`config.mk`:
```
export PLATFORM = sky130hd
export DESIGN_NAME = vec_elem_seq
export DESIGN_NICKNAME = d
export VERILOG_FILES = /design/src/rtl/vseq_pkg.sv /design/src/rtl/vseq_ctrl.sv /design/src/rtl/vseq_state.sv /design/src/rtl/vseq_wb.sv /design/src/rtl/vec_elem_seq.sv
export SDC_FILE = /design/constraint.sdc
export NUM_CORES = 2
export LEC_CHECK = 0
export BUFFER_PORTS_ARGS = -buffer_cell sky130_fd_sc_hd__buf_2
export CAP_MARGIN = 20
export CORE_MARGIN = 1.5
export CORE_UTILIZATION = 45
export DETAILED_ROUTE_END_ITERATION = 10
export PLACE_DENSITY = 0.73
export SYNTH_ARGS = -nofsm -noshare
export SYNTH_HDL_FRONTEND = slang
export SYNTH_SLANG_ARGS = --single-unit
```
`constraint.sdc`:
```
create_clock -name clk -period 24.7 [get_ports clk]
set_input_delay 3.705 -clock clk [delete_from_list [all_inputs] [get_ports clk]]
set_output_delay 3.705 -clock clk [all_outputs]
set_load 0.05 [all_outputs]
```
`src/rtl/vseq_pkg.sv`:
```
package vseq_pkg;

    typedef enum logic [2:0] {
        OP_ADDVV  = 3'd0,
        OP_ADDSV  = 3'd1,
        OP_MULVV  = 3'd2,
        OP_MULSV  = 3'd3,
        OP_CMPEQ  = 3'd4,
        OP_SETLEN = 3'd5,
        OP_SETMSK = 3'd6,
        OP_NOP    = 3'd7
    } vop_e;

    // op walks the element index
    function automatic logic is_elem(vop_e op);
        return (op <= OP_CMPEQ);
    endfunction

    // op writes a vector register
    function automatic logic writes_vreg(vop_e op);
        return (op <= OP_MULSV);
    endfunction

    function automatic logic uses_scalar(vop_e op);
        return (op == OP_ADDSV) || (op == OP_MULSV);
    endfunction

    function automatic logic is_mul(vop_e op);
        return (op == OP_MULVV) || (op == OP_MULSV);
    endfunction

endpackage

```
`src/rtl/vseq_ctrl.sv`:
```
module vseq_ctrl
    import vseq_pkg::*;
#(
    parameter  int NREG  = 8,
    parameter  int MAXVL = 64,
    parameter  int DW    = 32,
    localparam int RW    = $clog2(NREG),
    localparam int IW    = $clog2(MAXVL),
    localparam int LW    = $clog2(MAXVL + 1)
) (
    input  logic          clk,
    input  logic          rst,
    input  logic          start,
    input  vop_e          op_in,
    input  logic          masked_in,
    input  logic [RW-1:0] vd_in,
    input  logic [RW-1:0] vs1_in,
    input  logic [RW-1:0] vs2_in,
    input  logic [DW-1:0] scalar_in,
    input  logic [LW-1:0] vlen,
    output logic          accept,
    output logic          busy,
    output logic          done,
    output logic          last,
    output vop_e          cur_op,
    output logic          cur_msk,
    output logic [RW-1:0] cur_vd,
    output logic [RW-1:0] cur_vs1,
    output logic [RW-1:0] cur_vs2,
    output logic [DW-1:0] cur_scalar,
    output logic [IW-1:0] idx
);

    assign accept = start && !busy;
    assign last   = busy && ((LW'(idx) + LW'(1)) == vlen);

    always_ff @(posedge clk) begin
        if (rst) begin
            busy       <= 1'b0;
            done       <= 1'b0;
            idx        <= '0;
            cur_op     <= OP_NOP;
            cur_msk    <= 1'b0;
            cur_vd     <= '0;
            cur_vs1    <= '0;
            cur_vs2    <= '0;
            cur_scalar <= '0;
        end else begin
            done <= 1'b0;
            if (accept) begin
                cur_op     <= op_in;
                cur_msk    <= masked_in;
                cur_vd     <= vd_in;
                cur_vs1    <= vs1_in;
                cur_vs2    <= vs2_in;
                cur_scalar <= scalar_in;
                idx        <= '0;
                if (is_elem(op_in) && (vlen != '0)) begin
                    busy <= 1'b1;
                end else begin
                    done <= 1'b1;
                end
            end else if (busy) begin
                if (last) begin
                    busy <= 1'b0;
                    done <= 1'b1;
                    idx  <= '0;
                end else begin
                    idx <= idx + 1'b1;
                end
            end
        end
    end

    // index advances by one each clock until the last element
    a_r9_idx_step: assert property (@(posedge clk) disable iff (rst)
        (busy && !last) |=> (busy && (idx == $past(idx) + 1'b1)));

    // done never overlaps element processing
    a_r9_done_not_busy: assert property (@(posedge clk) disable iff (rst)
        done |-> !busy);

    // latched instruction holds while busy
    a_r11_hold: assert property (@(posedge clk) disable iff (rst)
        busy |=> ($stable(cur_op) && $stable(cur_vd) && $stable(cur_msk)));

endmodule

```
`src/rtl/vseq_state.sv`:
```
module vseq_state #(
    parameter  int MAXVL = 64,
    parameter  int DW    = 32,
    localparam int IW    = $clog2(MAXVL),
    localparam int LW    = $clog2(MAXVL + 1),
    localparam int NWORD = (MAXVL + DW - 1) / DW,
    localparam int WSW   = (NWORD > 1) ? $clog2(NWORD) : 1
) (
    input  logic             clk,
    input  logic             rst,
    input  logic             ld_len,
    input  logic [DW-1:0]    len_val,
    input  logic             ld_msk,
    input  logic [WSW-1:0]   msk_sel,
    input  logic [DW-1:0]    msk_val,
    input  logic             cmp_we,
    input  logic [IW-1:0]    cmp_idx,
    input  logic             cmp_eq,
    output logic [LW-1:0]    vlen,
    output logic [MAXVL-1:0] mask
);

    logic [LW-1:0] len_sat;
    assign len_sat = (len_val > DW'(MAXVL)) ? LW'(MAXVL) : LW'(len_val);

    always_ff @(posedge clk) begin
        if (rst) begin
            vlen <= LW'(MAXVL);
            mask <= '0;
        end else begin
            if (ld_len) begin
                vlen <= len_sat;
            end
            for (int w = 0; w < NWORD; w++) begin
                if (ld_msk && (msk_sel == WSW'(w))) begin
                    for (int b = 0; b < DW; b++) begin
                        if (w * DW + b < MAXVL) begin
                            mask[w*DW+b] <= msk_val[b];
                        end
                    end
                end
            end
            if (cmp_we) begin
                mask[cmp_idx] <= cmp_eq;
            end
        end
    end

    // length never exceeds the register size
    a_r2_len_bound: assert property (@(posedge clk) disable iff (rst)
        vlen <= LW'(MAXVL));

    // a compare step touches at most one mask bit
    a_r7_cmp_one_bit: assert property (@(posedge clk) disable iff (rst)
        cmp_we |=> ($countones(mask ^ $past(mask)) <= 1));

    // length does not move without a load
    a_r11_len_stable: assert property (@(posedge clk) disable iff (rst)
        !ld_len |=> $stable(vlen));

endmodule

```
`src/rtl/vseq_wb.sv`:
```
module vseq_wb
    import vseq_pkg::*;
#(
    parameter  int NREG  = 8,
    parameter  int MAXVL = 64,
    parameter  int DW    = 32,
    localparam int RW    = $clog2(NREG),
    localparam int IW    = $clog2(MAXVL)
) (
    input  logic          clk,
    input  logic          rst,
    input  logic          run,
    input  vop_e          op,
    input  logic          msk_en,
    input  logic          mask_bit,
    input  logic [DW-1:0] scalar,
    input  logic [DW-1:0] a_data,
    input  logic [DW-1:0] b_data,
    input  logic [RW-1:0] vd,
    input  logic [IW-1:0] idx,
    output logic          wr_en,
    output logic [RW-1:0] wr_reg,
    output logic [IW-1:0] wr_idx,
    output logic [DW-1:0] wr_data
);

    logic [DW-1:0] opa;
    logic [DW-1:0] result;

    always_comb begin
        opa    = uses_scalar(op) ? scalar : a_data;
        result = is_mul(op) ? (opa * b_data) : (opa + b_data);
    end

    always_ff @(posedge clk) begin
        if (rst) begin
            wr_en   <= 1'b0;
            wr_reg  <= '0;
            wr_idx  <= '0;
            wr_data <= '0;
        end else begin
            wr_en   <= run && writes_vreg(op) && (!msk_en || mask_bit);
            wr_reg  <= vd;
            wr_idx  <= idx;
            wr_data <= result;
        end
    end

    // a masked-off element produces no write
    a_r8_mask_off: assert property (@(posedge clk) disable iff (rst)
        (run && msk_en && !mask_bit) |=> !wr_en);

    // a compare never writes a register
    a_r7_cmp_no_write: assert property (@(posedge clk) disable iff (rst)
        (run && (op == OP_CMPEQ)) |=> !wr_en);

endmodule

```
`src/rtl/vec_elem_seq.sv`:
```
module vec_elem_seq
    import vseq_pkg::*;
#(
    parameter  int NREG  = 8,
    parameter  int MAXVL = 64,
    parameter  int DW    = 32,
    localparam int RW    = $clog2(NREG),
    localparam int IW    = $clog2(MAXVL),
    localparam int LW    = $clog2(MAXVL + 1),
    localparam int NWORD = (MAXVL + DW - 1) / DW,
    localparam int WSW   = (NWORD > 1) ? $clog2(NWORD) : 1
) (
    input  logic             clk,
    input  logic             rst,
    input  logic             start,
    input  logic [2:0]       op,
    input  logic             masked,
    input  logic [RW-1:0]    vd,
    input  logic [RW-1:0]    vs1,
    input  logic [RW-1:0]    vs2,
    input  logic [DW-1:0]    scalar,
    output logic             busy,
    output logic             done,
    output logic [RW-1:0]    rd_a_reg,
    output logic [RW-1:0]    rd_b_reg,
    output logic [IW-1:0]    rd_idx,
    input  logic [DW-1:0]    rd_a_data,
    input  logic [DW-1:0]    rd_b_data,
    output logic             wr_en,
    output logic [RW-1:0]    wr_reg,
    output logic [IW-1:0]    wr_idx,
    output logic [DW-1:0]    wr_data,
    output logic [LW-1:0]    vlen,
    output logic [MAXVL-1:0] mask
);

    vop_e          op_e;
    vop_e          cur_op;
    logic          accept;
    logic          last;
    logic          cur_msk;
    logic [RW-1:0] cur_vd;
    logic [RW-1:0] cur_vs1;
    logic [RW-1:0] cur_vs2;
    logic [DW-1:0] cur_scalar;
    logic [IW-1:0] idx;

    assign op_e = vop_e'(op);

    vseq_ctrl #(.NREG(NREG), .MAXVL(MAXVL), .DW(DW)) u_ctrl (
        .clk(clk), .rst(rst), .start(start), .op_in(op_e),
        .masked_in(masked), .vd_in(vd), .vs1_in(vs1), .vs2_in(vs2),
        .scalar_in(scalar), .vlen(vlen), .accept(accept), .busy(busy),
        .done(done), .last(last), .cur_op(cur_op), .cur_msk(cur_msk),
        .cur_vd(cur_vd), .cur_vs1(cur_vs1), .cur_vs2(cur_vs2),
        .cur_scalar(cur_scalar), .idx(idx)
    );

    vseq_state #(.MAXVL(MAXVL), .DW(DW)) u_state (
        .clk(clk), .rst(rst),
        .ld_len(accept && (op_e == OP_SETLEN)), .len_val(scalar),
        .ld_msk(accept && (op_e == OP_SETMSK)), .msk_sel(vd[WSW-1:0]),
        .msk_val(scalar),
        .cmp_we(busy && (cur_op == OP_CMPEQ)), .cmp_idx(idx),
        .cmp_eq(rd_a_data == rd_b_data),
        .vlen(vlen), .mask(mask)
    );

    vseq_wb #(.NREG(NREG), .MAXVL(MAXVL), .DW(DW)) u_wb (
        .clk(clk), .rst(rst), .run(busy), .op(cur_op), .msk_en(cur_msk),
        .mask_bit(mask[idx]), .scalar(cur_scalar), .a_data(rd_a_data),
        .b_data(rd_b_data), .vd(cur_vd), .idx(idx), .wr_en(wr_en),
        .wr_reg(wr_reg), .wr_idx(wr_idx), .wr_data(wr_data)
    );

    assign rd_a_reg = cur_vs1;
    assign rd_b_reg = cur_vs2;
    assign rd_idx   = idx;

    // writes stay below the active length
    a_r8_wr_in_len: assert property (@(posedge clk) disable iff (rst)
        wr_en |-> (LW'(wr_idx) < vlen));

    // nothing is written while idle
    a_r10_idle_quiet: assert property (@(posedge clk) disable iff (rst)
        (!busy && !$past(busy)) |-> !wr_en);

endmodule

```
==> flow_summary.json <==
{
  "count_of_cells_resized_by_post_cts_repair": 0,
  "ys.warnings.count": 0,
  "vertical_die_dimension_um": 240,
  "detailedPlace.worstSlack_ns": 13.51,
  "registers.top_by_ff_count": "u_state.mask",
  "largestRegisters": "u_state.mask: 64 flops, u_ctrl.cur_scalar: 32 flops, u_wb.wr_data: 32 flops",
  "critPathRequiredTime_ns": 25.10,
  "netlist_top_cells_area": "sky130_fd_sc_hd__fa_1, sky130_fd_sc_hd__dfxtp_1, sky130_fd_sc_hd__ha_1",
  "worst_clock_skew_ns": 0.0181,
  "post_layout_minimum_cycle_time_ns": 10.78,
  "timing_worst_setup_path_type": "input port to flip-flop",
  "routed_wirelength_um": 78300,
  "syn-instance-count": 2816,
  "synth-async-reset-ratio_pct": 0,
  "hold_viol": 0,
  "critPathBufInv": 5,
  "post-synth-top-count-cell": "sky130_fd_sc_hd__fa_1",
  "synth.largest_area_cell": "sky130_fd_sc_hd__fa_1",
  "tritoncts": "yes",
  "cts_setup_buffers": 0,
  "holdBufCountCts": 0,
  "viasPerCell": 5.63,
  "design.die.area_mm2": 0.0575,
  "mappedNetlistArea_mm2": 0.0252,
  "hold-worst-slack_ns": 0.451,
  "worst_setup_path_end_kind": "flip-flop",
  "outcome": "completed",
  "crit_path_frequent_cell": "sky130_fd_sc_hd__fa_1",
  "drv_slew": 0,
  "fp.coreArea_mm2": 0.0553,
  "areaGrowthSynthToFinish_pct": 9.06,
  "timing.critical_path.fanout_max": 23,
  "timing.critical_path.from_type": "input port",
  "largest_reg_flops": 64,
  "worst_pin_slew_ns": 1.15,
  "globalRouteTotalUtil_pct": 27.8,
  "synth-seq-cells": 166,
  "timing.final.setup_violations": 0,
  "first_iter_violations": 1750,
  "average_wire_per_standard_cell_um": 21.2,
  "detailroute.via_count": 20800,
  "grt.overflow.total": 0,
  "grt_setup_unrepaired": "no",
  "max-clock-path-buffers": 2,
  "number_of_iterations_in_the_first_detailed_routing_pass": 6,
  "cts_made_buffers": 17,
  "clk-insertion-delay-late_ns": 0.47,
  "detail_route.drc_violations": 0,
  "edff_count_synth": 0,
  "root_buffer": "sky130_fd_sc_hd__clkbuf_16",
  "worst-endpoint-arrival_ns": 11.18,
  "relSlewSlack_pct": 22.9,
  "synth_seq_area_share_pct": 13.2,
  "buffer_ports.inserted": 238,
  "timing.hold.worst.class": "flip-flop to flip-flop",
  "final_nets": 3601,
  "synthDominantCellAreaShare_pct": 32.4,
  "synth_fp_nets": 3492,
  "pin_count": 239,
  "global_route_wire_length_before_repair_um": 121000,
  "post_synth_num_cell_types": 70,
  "die_width_um": 240,
  "worst_setup_hold_path_clk_slew_ns": 0.08,
  "via_count_of_the_first_global_routing_pass": 21000,
  "grt_antenna_before_repair": 17,
  "max_freq_mhz": 92.8,
  "cp_top_family": "adder cells",
  "final.period_utilization_pct": 43.6,
  "primary_ff_master_synth": "sky130_fd_sc_hd__dfxtp_1",
  "total_negative_setup_slack_ns": 0,
  "htree_levels": 4,
  "timing.final.ws_setup_ns": 13.92,
  "netlist_top_cells_count": "sky130_fd_sc_hd__fa_1, sky130_fd_sc_hd__inv_1, sky130_fd_sc_hd__nand2_1",
  "maxCapViolCount": 0,
  "placementRows": 86,
  "gp_congestion": 0.962,
  "crit_slowest_cell": "sky130_fd_sc_hd__mux2_2",
  "n_fill_cell": 5198,
  "ant_nets": 0,
  "floorplan.initialDensity_pct": 45.6,
  "hpwlAfterDp_um": 59300,
  "mean_instance_size_in_the_synthesized_netlist_um2": 8.96,
  "clkSinkCount": 166,
  "grt_start_max_net_pins": 92,
  "critical_path.max_stage_delay_ns": 0.60,
  "drive_gt1_share_pct": 13.4
}
## worst min-delay path, stage by stage, from the launching register on
cell	delay [ns]
sky130_fd_sc_hd__dfxtp_1	0.30
sky130_fd_sc_hd__nand2_1	0.05
sky130_fd_sc_hd__a21oi_1	0.05
## final cells by class
class	instances	area (um2)	share of cell area, %
multi-input combinational	2077	19800	71.8
sequential	166	3320	12.1
inverter	401	1510	5.47
timing repair buffer	262	1380	5.00
tap	748	936	3.40
clock buffer	17	425	1.55
clock inverter	15	171	0.623
antenna	9	22.5	0.0818
## cells in the final DEF (no fill, tap or decap), types with 8 or more instances in the layout
| cell | n |
|---|---|
| sky130_fd_sc_hd__mux2i_1 | 10 |
| sky130_fd_sc_hd__inv_1 | 401 |
| sky130_fd_sc_hd__a22oi_1 | 9 |
| sky130_fd_sc_hd__fa_1 | 409 |
| sky130_fd_sc_hd__dfxtp_1 | 166 |
| sky130_fd_sc_hd__buf_2 | 237 |
| sky130_fd_sc_hd__xnor2_1 | 111 |
| sky130_fd_sc_hd__diode_2 | 9 |
| sky130_fd_sc_hd__o21ai_0 | 29 |
| sky130_fd_sc_hd__ha_1 | 155 |
| sky130_fd_sc_hd__buf_4 | 24 |
| sky130_fd_sc_hd__and2_1 | 300 |
| sky130_fd_sc_hd__xor2_1 | 27 |
| sky130_fd_sc_hd__nand4_1 | 14 |
| sky130_fd_sc_hd__a311oi_1 | 65 |
| sky130_fd_sc_hd__mux4_2 | 15 |
| sky130_fd_sc_hd__nand2_1 | 375 |
| sky130_fd_sc_hd__nand2b_1 | 8 |
| sky130_fd_sc_hd__nor4_1 | 8 |
| sky130_fd_sc_hd__nor3_1 | 15 |
| sky130_fd_sc_hd__clkbuf_16 | 17 |
| sky130_fd_sc_hd__a21o_1 | 22 |
| sky130_fd_sc_hd__o21bai_1 | 14 |
| sky130_fd_sc_hd__nor2b_1 | 46 |
| sky130_fd_sc_hd__nand3_1 | 16 |
| sky130_fd_sc_hd__a221oi_1 | 34 |
| sky130_fd_sc_hd__and3_1 | 8 |
| sky130_fd_sc_hd__nor2_1 | 77 |
| sky130_fd_sc_hd__a211oi_1 | 9 |
| sky130_fd_sc_hd__mux2_2 | 58 |
| sky130_fd_sc_hd__a21oi_1 | 149 |
## path summary, 6_finish.rpt
path | from | slack, ns | cells past startpoint | to
hold / removal | u_ctrl.cur_vd[2] | 0.45 | 2 | u_ctrl.cur_vd[2]
hold reg to reg | u_ctrl.cur_vd[2] | 0.45 | 2 | u_ctrl.cur_vd[2]
setup / recovery | rd_a_data[9] | 13.92 | 26 | u_wb.wr_data[31]
setup reg to reg | u_ctrl.cur_op[2] | 16.14 | 27 | u_wb.wr_data[31]
## routing by layer
metal	global-route usage [%]	wire, um	up-vias	part of all wire, %
li1	-	-	9223	-
met1	35.5	30600	10300	39
met2	44.9	36200	1064	46
met3	6.90	8090	194	10
met4	11.4	3310	18	4.2
met5	0	122	-	0.16
## through the flow
step | utilization (%) | instance area (um2) | instances
6_report | 49.8 | 27500 | 3695
2_1_floorplan | - | 25200 | 2816
5_1_grt | 49.8 | 27500 | 3692
3_5_place_dp | 48.6 | 26900 | 3651
4_1_cts | 49.7 | 27500 | 3683
3_3_place_gp | 48.6 | 26900 | 3651
## logic make-up (layout without fill, tap and decap cells)
| kind of cell | count (synthesis) | in the layout | share of synthesized area [%] |
|---|---|---|---|
| AOI/OAI and AO/OA | 384 | 384 | 10.5 |
| xor gates and xnor gates | 144 | 144 | 5.30 |
| adders and majority gates | 564 | 564 | 40.1 |
| buffers and inverters | 573 | 695 | 8.66 |
| DFF | 166 | 166 | 13.2 |
| muxes | 86 | 86 | 4.49 |
| other | 0 | 9 | 0 |
| and+or+nand+nor | 899 | 899 | 17.8 |
Power is not shown: default switching activity piles up to over one toggle a cycle in this logic, so the estimate is an artifact.
